$ cat config.mk
export PLATFORM = sky130hd
export DESIGN_NAME = serial_adc_port
export DESIGN_NICKNAME = d
export VERILOG_FILES = /design/src/rtl/sap_pkg.sv /design/src/rtl/sap_in_sync.sv /design/src/rtl/sap_frame_ctrl.sv /design/src/rtl/sap_out_shift.sv /design/src/rtl/sap_ctl_reg.sv /design/src/rtl/serial_adc_port.sv
export SDC_FILE = /design/constraint.sdc
export NUM_CORES = 1
export LEC_CHECK = 0
export ABC_CLOCK_PERIOD_IN_PS = 2460
export BUFFER_PORTS_ARGS = -buffer_cell sky130_fd_sc_hd__buf_4
export CAP_MARGIN = 20
export CORE_MARGIN = 2
export CORE_UTILIZATION = 40
export DETAILED_ROUTE_END_ITERATION = 7
export SYNTH_ARGS = -nofsm -noshare
export SYNTH_HDL_FRONTEND = slang
export SYNTH_SLANG_ARGS = --single-unit
$ cat constraint.sdc
create_clock -name clk -period 2.46 [get_ports clk]
set_input_delay 0.369 -clock clk [delete_from_list [all_inputs] [get_ports clk]]
set_output_delay 0.369 -clock clk [all_outputs]
set_load 0.01 [all_outputs]
$ cat src/rtl/sap_pkg.sv
// Shared constants and types for the serial ADC frame port.
// Assumes a 16-clock frame and a power-down bit in the last word position.
package sap_pkg;
    localparam int FRAME_LEN = 16;
    localparam int NUM_CH    = 8;
    localparam int CNT_W     = $clog2(FRAME_LEN + 1);

    // Control-word bit positions; bit FRAME_LEN-1 is received first.
    localparam int POS_WR    = 15;
    localparam int POS_RPT   = 14;
    localparam int POS_CH_HI = 13;
    localparam int POS_REF   = 2;
    localparam int POS_PD    = 0;

    typedef struct packed {
        logic              rpt;
        logic [NUM_CH-1:0] chan;
        logic              ref_sel;
        logic              pwr_dn;
    } cfg_fields_t;

    localparam int CFG_W = $bits(cfg_fields_t);
endpackage

$ cat src/rtl/sap_in_sync.sv
// Multi-stage synchronizer for a vector of asynchronous serial pins.
// Assumes each pin is slow relative to clk; no cross-bit coherency implied.
module sap_in_sync #(
    parameter int          N       = 3,
    parameter int          STAGES  = 2,
    parameter logic [N-1:0] RST_VAL = '0
) (
    input  logic         clk,
    input  logic         rst_n,
    input  logic [N-1:0] d,
    output logic [N-1:0] q
);
    logic [N-1:0] chain [STAGES];

    genvar s;
    generate
        for (s = 0; s < STAGES; s++) begin : g_stage
            if (s == 0) begin : g_first
                // First stage samples the raw pins.
                always_ff @(posedge clk) begin
                    if (!rst_n) chain[0] <= RST_VAL;
                    else        chain[0] <= d;
                end
            end else begin : g_rest
                // Later stages settle metastability.
                always_ff @(posedge clk) begin
                    if (!rst_n) chain[s] <= RST_VAL;
                    else        chain[s] <= chain[s-1];
                end
            end
        end
    endgenerate

    assign q = chain[STAGES-1];
endmodule

$ cat src/rtl/sap_frame_ctrl.sv
// Frame sequencer: detects select and clock edges, counts falling edges,
// and owns the output-enable and hold strobes. Assumes synchronized inputs.
module sap_frame_ctrl #(
    parameter int FRAME_LEN = 16,
    parameter int HOLD_EDGE = 14,
    localparam int CNT_W    = $clog2(FRAME_LEN + 1)
) (
    input  logic             clk,
    input  logic             rst_n,
    input  logic             cs_q,
    input  logic             sclk_q,
    output logic             frame_start,
    output logic             frame_stop,
    output logic             shift_en,
    output logic             last_edge,
    output logic [CNT_W-1:0] bit_cnt,
    output logic             drive_en,
    output logic             hold
);
    logic cs_prev;
    logic sclk_prev;
    logic active;
    logic sclk_fall;
    logic hold_edge;

    // Remember previous pin levels for edge detection.
    always_ff @(posedge clk) begin
        if (!rst_n) begin
            cs_prev   <= 1'b1;
            sclk_prev <= 1'b1;
        end else begin
            cs_prev   <= cs_q;
            sclk_prev <= sclk_q;
        end
    end

    // Edge decode and per-edge qualifiers.
    always_comb begin
        frame_start = cs_prev & ~cs_q;
        frame_stop  = ~cs_prev & cs_q;
        sclk_fall   = sclk_prev & ~sclk_q;
        shift_en    = sclk_fall & active & ~cs_q & ~frame_start
                      & (bit_cnt < CNT_W'(FRAME_LEN));
        last_edge   = shift_en & (bit_cnt == CNT_W'(FRAME_LEN - 1));
        hold_edge   = shift_en & (bit_cnt == CNT_W'(HOLD_EDGE - 1));
    end

    // Frame-active flag: set by select fall, cleared by select rise.
    always_ff @(posedge clk) begin
        if (!rst_n)           active <= 1'b0;
        else if (frame_start) active <= 1'b1;
        else if (frame_stop)  active <= 1'b0;
    end

    // Falling-edge counter, restarted on every frame start, saturating.
    always_ff @(posedge clk) begin
        if (!rst_n)           bit_cnt <= '0;
        else if (frame_start) bit_cnt <= '0;
        else if (shift_en)    bit_cnt <= bit_cnt + 1'b1;
    end

    // Pad enable: on at frame start, off after the final edge or an abort.
    always_ff @(posedge clk) begin
        if (!rst_n)                       drive_en <= 1'b0;
        else if (frame_start)             drive_en <= 1'b1;
        else if (frame_stop || last_edge) drive_en <= 1'b0;
    end

    // Sampler strobe: hold at frame start, track at the release edge or abort.
    always_ff @(posedge clk) begin
        if (!rst_n)                       hold <= 1'b0;
        else if (frame_start)             hold <= 1'b1;
        else if (frame_stop || hold_edge) hold <= 1'b0;
    end
endmodule

$ cat src/rtl/sap_out_shift.sv
// Output shift register: captures tag, result and zero padding at frame
// start and moves one bit toward the MSB per qualified falling edge.
// Assumes TAG_W + RES_W <= FRAME_LEN.
module sap_out_shift #(
    parameter int TAG_W     = 4,
    parameter int RES_W     = 10,
    parameter int FRAME_LEN = 16,
    localparam int PAD_W    = FRAME_LEN - TAG_W - RES_W
) (
    input  logic             clk,
    input  logic             rst_n,
    input  logic             load,
    input  logic             shift,
    input  logic             oe,
    input  logic [TAG_W-1:0] tag,
    input  logic [RES_W-1:0] res,
    output logic             sdo
);
    logic [FRAME_LEN-1:0] load_word;
    logic [FRAME_LEN-1:0] sr;

    generate
        if (PAD_W > 0) begin : g_pad
            assign load_word = {tag, res, {PAD_W{1'b0}}};
        end else begin : g_nopad
            assign load_word = {tag, res};
        end
    endgenerate

    // Load on frame start, shift toward the MSB on each counted edge.
    always_ff @(posedge clk) begin
        if (!rst_n)     sr <= '0;
        else if (load)  sr <= load_word;
        else if (shift) sr <= {sr[FRAME_LEN-2:0], 1'b0};
    end

    // Present the MSB only while the pad is enabled.
    assign sdo = oe & sr[FRAME_LEN-1];
endmodule

$ cat src/rtl/sap_ctl_reg.sv
// Control-word receiver and configuration register. Holds the first
// FRAME_LEN-1 received bits; the last bit comes straight from sdi at commit.
// Assumes the power-down field sits in word bit 0.
module sap_ctl_reg
    import sap_pkg::*;
(
    input  logic        clk,
    input  logic        rst_n,
    input  logic        start,
    input  logic        shift,
    input  logic        last_edge,
    input  logic        din,
    output cfg_fields_t cfg
);
    logic [FRAME_LEN-2:0] in_sr;
    logic                 wr_flag;

    // Word bit p (p >= 1) sits in in_sr[p-1] when the final bit arrives.
    assign wr_flag = in_sr[POS_WR-1];

    // Collect received bits during the frame.
    always_ff @(posedge clk) begin
        if (!rst_n)     in_sr <= '0;
        else if (start) in_sr <= '0;
        else if (shift) in_sr <= {in_sr[FRAME_LEN-3:0], din};
    end

    // Commit the fields only on a full frame whose write flag is set.
    always_ff @(posedge clk) begin
        if (!rst_n) begin
            cfg <= '0;
        end else if (last_edge && wr_flag) begin
            cfg.rpt     <= in_sr[POS_RPT-1];
            cfg.chan    <= in_sr[POS_CH_HI-1 -: NUM_CH];
            cfg.ref_sel <= in_sr[POS_REF-1];
            cfg.pwr_dn  <= din;
        end
    end
endmodule

$ cat src/rtl/serial_adc_port.sv
// Top of the serial ADC frame port. Synchronizes the host pins, sequences
// the frame, shifts the tagged result out and the control word in.
// Assumes the serial clock half-period exceeds SYNC_STAGES + 2 clk cycles.
module serial_adc_port
    import sap_pkg::*;
#(
    parameter int TAG_W       = 4,
    parameter int RES_W       = 10,
    parameter int SYNC_STAGES = 2,
    parameter int HOLD_EDGE   = 14
) (
    input  logic              clk,
    input  logic              rst_n,
    input  logic              cs_n,
    input  logic              sclk,
    input  logic              sdi,
    output logic              sdo,
    output logic              sdo_oe,
    output logic              sample_hold,
    input  logic [TAG_W-1:0]  conv_tag,
    input  logic [RES_W-1:0]  conv_result,
    output logic              cfg_repeat,
    output logic [NUM_CH-1:0] cfg_chan_sel,
    output logic              cfg_ref_sel,
    output logic              cfg_pwr_down
);
    logic [2:0]       pins_q;
    logic             frame_start;
    logic             frame_stop;
    logic             shift_en;
    logic             last_edge;
    logic [CNT_W-1:0] bit_cnt;
    cfg_fields_t      cfg;

    sap_in_sync #(
        .N       (3),
        .STAGES  (SYNC_STAGES),
        .RST_VAL (3'b110)
    ) u_sync (
        .clk   (clk),
        .rst_n (rst_n),
        .d     ({cs_n, sclk, sdi}),
        .q     (pins_q)
    );

    sap_frame_ctrl #(
        .FRAME_LEN (FRAME_LEN),
        .HOLD_EDGE (HOLD_EDGE)
    ) u_seq (
        .clk         (clk),
        .rst_n       (rst_n),
        .cs_q        (pins_q[2]),
        .sclk_q      (pins_q[1]),
        .frame_start (frame_start),
        .frame_stop  (frame_stop),
        .shift_en    (shift_en),
        .last_edge   (last_edge),
        .bit_cnt     (bit_cnt),
        .drive_en    (sdo_oe),
        .hold        (sample_hold)
    );

    sap_out_shift #(
        .TAG_W     (TAG_W),
        .RES_W     (RES_W),
        .FRAME_LEN (FRAME_LEN)
    ) u_out (
        .clk   (clk),
        .rst_n (rst_n),
        .load  (frame_start),
        .shift (shift_en),
        .oe    (sdo_oe),
        .tag   (conv_tag),
        .res   (conv_result),
        .sdo   (sdo)
    );

    sap_ctl_reg u_cfg (
        .clk       (clk),
        .rst_n     (rst_n),
        .start     (frame_start),
        .shift     (shift_en),
        .last_edge (last_edge),
        .din       (pins_q[0]),
        .cfg       (cfg)
    );

    assign cfg_repeat   = cfg.rpt;
    assign cfg_chan_sel = cfg.chan;
    assign cfg_ref_sel  = cfg.ref_sel;
    assign cfg_pwr_down = cfg.pwr_dn;
endmodule

* Word level (Yosys, flattened, before mapping)
Memory sizes are Yosys's and may differ from the RTL's.
Cells that the tools add are included.
** Cells by class
- Magnitude comparators :: 1
- Bitwise logic cells :: 17
- Equality and inequality tests :: 2
- Add/subtract/negate cells :: 1
- Muxes and demuxes :: 12
- Reductions and logical operators :: 8
** Operators by type and width (count)
- $mux W16 :: 2
- $and A1 B1 Y1 :: 10
- $eq A5 B4 Y1 const B :: 2
- $mux W1 :: 8
- $reduce_bool A2 Y1 :: 4
- $mux W3 :: 2
- $add A5 B1 Y5 const B :: 1
- $lt A5 B5 Y1 const B :: 1
- $not A1 Y1 :: 5
- $logic_or A1 B1 Y1 :: 2
- $or A1 B1 Y1 :: 2
- $reduce_or A2 Y1 :: 1
- $logic_and A1 B1 Y1 :: 1
** Storage, ports and cells
- Flip-flop bits (word level) :: 50
- Bits of input ports :: 19
- Word-level logic and storage cells :: 54
- Memories :: 1
- Memory bits (writable) :: 6
** Memories
- u_sync.chain :: words 2, bits a word 3, read ports 2, clocked after memory_dff 0, write ports 2, line sap_in_sync.sv:13 : logic [N-1:0] chain [STAGES];

* Depth between registers and ports, before layout
An unclocked memory read counts as a cell.
- Depth after elaboration :: 11
- Depth in mapped cells :: 8
- Gate-level depth less buffers :: 6

* Modules after synthesis
From an unflattened synthesis, not the netlist that was laid out.
** Second synthesis, totals
- Cells, all modules :: 228
- Area, all modules :: 2327.2 um^2
** By module, submodules not included
- sap_ctl_reg :: instances 1, seq. area each 520.5 um^2, cells an instance 99, area each 968.4 um^2
- sap_out_shift :: instances 1, seq. area each 280.3 um^2, cells an instance 61, area each 696.9 um^2
- sap_frame_ctrl :: instances 1, seq. area each 200.2 um^2, cells an instance 56, area each 504.2 um^2
- sap_in_sync :: instances 1, seq. area each 120.1 um^2, cells an instance 12, area each 157.7 um^2

* Least setup slack after synthesis
No wires, ideal clock.
- Kind :: flip-flop to flip-flop
- From :: mem u_sync.chain[1][2]
- To :: reg u_seq.bit_cnt[3]
- Clock period less this slack :: 2003 ps
- Buffers on the path :: 3
- Path slack :: 457 ps
- Library setup time :: 132 ps
- Arrival time :: 1870 ps
- Data required time :: 2328 ps
- Cell stages (with the launch flop) :: 9
- Cells stage by stage :: dfxtp_1 -> inv_1 -> ha_1 -> buf_6 -> or4b_4 -> buf_6 -> clkbuf_1 -> o31ai_1 -> a21oi_1
** RTL lines
- from (decl) :: line sap_in_sync.sv:13
- to (signal assigned) :: line sap_frame_ctrl.sv:59 : else if (shift_en) bit_cnt <= bit_cnt + 1'b1;
- to (decl) :: line sap_frame_ctrl.sv:16 : output logic [CNT_W-1:0] bit_cnt,

==> impl_metrics.py <==
metrics = {
    "drt": {
        "drc": 0,
        "num_vias": 1974,
        "drtPass1Iterations": 4,
        "routed_wirelength_mm": 5.24,
        "drtIter0Drc": 180,
        "ant_nets": 0,
        "via_per_inst": 5.62,
        "wl_per_cell_um": 14.9,
    },
    "layout": {
        "finalInstanceArea_um2": 2730,
        "num_antenna_cells": 0,
        "final_nets": 302,
        "areaGrowthSynthToFinish_pct": 16.6,
        "drive_above_1_share_pct": 18.6,
    },
    "die": {
        "fp.dieH_um": 80.4,
        "die_area_um2": 6470,
        "rows": 27,
        "start_util_pct": 41.9,
        "die_w_um": 80.4,
        "pin_count": 33,
        "core_region_area_um2": 5570,
    },
    "cts": {
        "post_cts_resized": 0,
        "cts_tree": "built",
        "clock_sinks": 56,
        "cts.path.max_buffers": 2,
        "clk-insertion-delay-late_ns": 0.31,
        "cts-hold-fix-buffers": 0,
        "cts_inserted_buffers": 5,
        "root_buffer": "clkbuf_8",
        "clk_pin_slew_ns": 0.10,
        "post_cts_buffers": 0,
        "htreeDepth": 2,
    },
    "pwr": {
        "max-vdd-ir-drop_v": 0.000254,
        "p_leak_nw": 0.942,
        "power.density_nw_per_um2": 560,
        "finalPower_w": 0.00153,
    },
    "global_routing": {
        "grt_pass1_wl_mm": 8.82,
        "grt_pass1_vias": 1849,
        "grt_overflow": 0,
        "grt_max_degree": 39,
        "grt_use_total_pct": 17.6,
        "antenna_found_initial": 0,
    },
    "hold_path": {
        "min_from": "sclk",
        "holdCritPathClass": "in -> reg",
    },
    "synth": {
        "ys.flop_type": "dfxtp_1",
        "synthesis.instances": 256,
        "synthArstFlopShare_pct": 0,
        "ys_seq_area_share_pct": 48.0,
        "synth_area_per_cell_um2": 9.13,
        "ys.warnings.count": 0,
        "ys_types": 30,
        "synth_edf_count": 0,
        "synth_nets": 280,
        "ys_seq_elements": 56,
        "syn-cell-area_um2": 2340,
    },
    "run": {
        "maxCapViolations": 0,
    },
    "timing": {
        "hold_viol": 0,
        "rsz0062_at_grt": "no",
        "drv_slew": 0,
        "hold_ws_ns": 0.242,
        "worst_slack_ns": 0.374,
        "fin_skew_ns": 0.0112,
        "worst_pin_slew_ns": 0.507,
        "min_period_ns": 2.09,
        "period_share_pct": 84.8,
        "relSlewSlack_pct": 66.2,
        "setup_viol": 0,
        "fmax_ghz": 0.479,
        "fin_setup_tns_ns": 0,
    },
    "placement": {
        "routabilityCongestion": 0.738,
        "io_buffers": 32,
        "place_ws_ns": 0.421,
        "place_area_um2": 2640,
        "dp_hpwl_mm": 3.43,
    },
    "worst_setup_path": {
        "startpoint_type": "register",
        "crit_required_ns": 2.67,
        "crit_fanout": 19,
        "worstSetupPathType": "reg -> reg",
        "r2r_start": "u_sync.chain[1][2]",
        "worstSetupEndpointType": "register",
        "cp_data_arrival_time_ns": 2.29,
        "crit_start": "u_sync.chain[1][2]",
    },
    "status": {
        "run_status": "finished clean",
    },
}
-- registers in the layout, indices dropped and copies added, names as in the netlist --
| name | flops |
|---|---|
| u_cfg.in_sr | 15 |
| u_sync.chain | 6 |
| u_seq.bit_cnt | 5 |
| u_cfg.cfg | 11 |
| u_seq.drive_en | 1 |
| u_seq.sclk_prev | 1 |
| u_seq.active | 1 |
| u_seq.hold | 1 |
| u_out.sr | 14 |
| u_seq.cs_prev | 1 |
-- final cells by class --
| type | count | area, um^2 |
|---|---|---|
| flip-flops and latches | 56 | 1120 |
| multi-input cells | 167 | 1090 |
| fillers | 529 | 2850 |
| clock inverters | 2 | 16.3 |
| well taps | 72 | 90.1 |
| clock buffers | 6 | 72.6 |
| repair buffers | 42 | 315 |
| inverters | 6 | 22.5 |
-- logic make-up after synthesis --
group | Yosys count | synth area share, %
compound gates | 104 | 28.6
simple gates | 57 | 14.4
mux | 1 | 0.428
buf+inv | 33 | 5.94
fa+ha+maj | 5 | 2.68
flops | 56 | 48.0
-- cells in the final DEF (no fill, tap or decap) --
master	instances
a21boi_0	23
a21boi_1	1
a21oi_1	20
a311oi_1	1
a31oi_1	1
a32oi_1	12
and2_1	3
and3_1	2
and4b_1	1
buf_4	42
clkbuf_1	1
clkbuf_8	5
clkinv_4	1
clkinvlp_4	1
dfxtp_1	56
ha_1	5
inv_1	6
mux2i_1	1
nand2_1	4
nand2b_1	6
nand3_1	29
nand3b_1	2
nand4b_1	1
nor2b_1	1
nor2b_2	1
nor3_1	1
nor4b_4	1
o211ai_1	13
o21ai_0	31
o31ai_1	2
or3_1	2
or4_1	2
or4b_4	1
-- worst paths after layout --
kind | end | slack, ns | depth (start not counted)
worst max register to register | u_seq.bit_cnt[3] | 0.37 | 6
worst max-delay path | u_seq.bit_cnt[3] | 0.37 | 6
worst min-delay path | u_sync.chain[0][1] | 0.24 | 2
worst min register to register | u_sync.chain[1][2] | 0.42 | 1
-- cell usage after synthesis, types with 3 or more instances --
| cell type | instances | share of area [%] |
|---|---|---|
| nand3_1 | 29 | 6.2 |
| inv_1 | 6 | 0.96 |
| a32oi_1 | 12 | 4.5 |
| o211ai_1 | 13 | 4.2 |
| ha_1 | 5 | 2.7 |
| dfxtp_1 | 56 | 48 |
| o21ai_0 | 31 | 6.6 |
| nand2b_1 | 6 | 1.6 |
| clkbuf_1 | 24 | 3.9 |
| nand2_1 | 4 | 0.64 |
| and2_1 | 3 | 0.80 |
| a21oi_1 | 20 | 4.3 |
| a21boi_0 | 23 | 7.4 |
-- per-layer routing --
layer / track usage, % / vias up / wire length, um
met2: 27.5 / 32 / 2410
met5: 0 / - / 0
met4: 6.10 / 0 / 76
met3: 3.93 / 7 / 213
met1: 23.8 / 951 / 2540
li1: - / 984 / -
-- worst max-delay path, cell delays in order, from the launching register on --
cell and delay [ns]:
dfxtp_1 0.43, inv_1 0.08, ha_1 0.20, or4b_4 0.64, buf_4 0.24, o31ai_1 0.29
a21oi_1 0.10
-- stage by stage --
step           util [%]  instances
2_1_floorplan         -        256
5_1_grt            48.9        351
3_5_place_dp       47.3        343
3_3_place_gp       47.3        343
6_report           48.9        351
4_1_cts            48.9        351
-- report_power, final --
part / switching [W] / internal, W / total (W)
sequential: 0.00000840 / 0.000922 / 0.000930
combinational: 0.0000493 / 0.0000445 / 0.0000938
clock: 0.000301 / 0.000203 / 0.000504
total: 0.000359 / 0.00117 / 0.00153
Note: power is estimated with default switching activity, not from simulation.
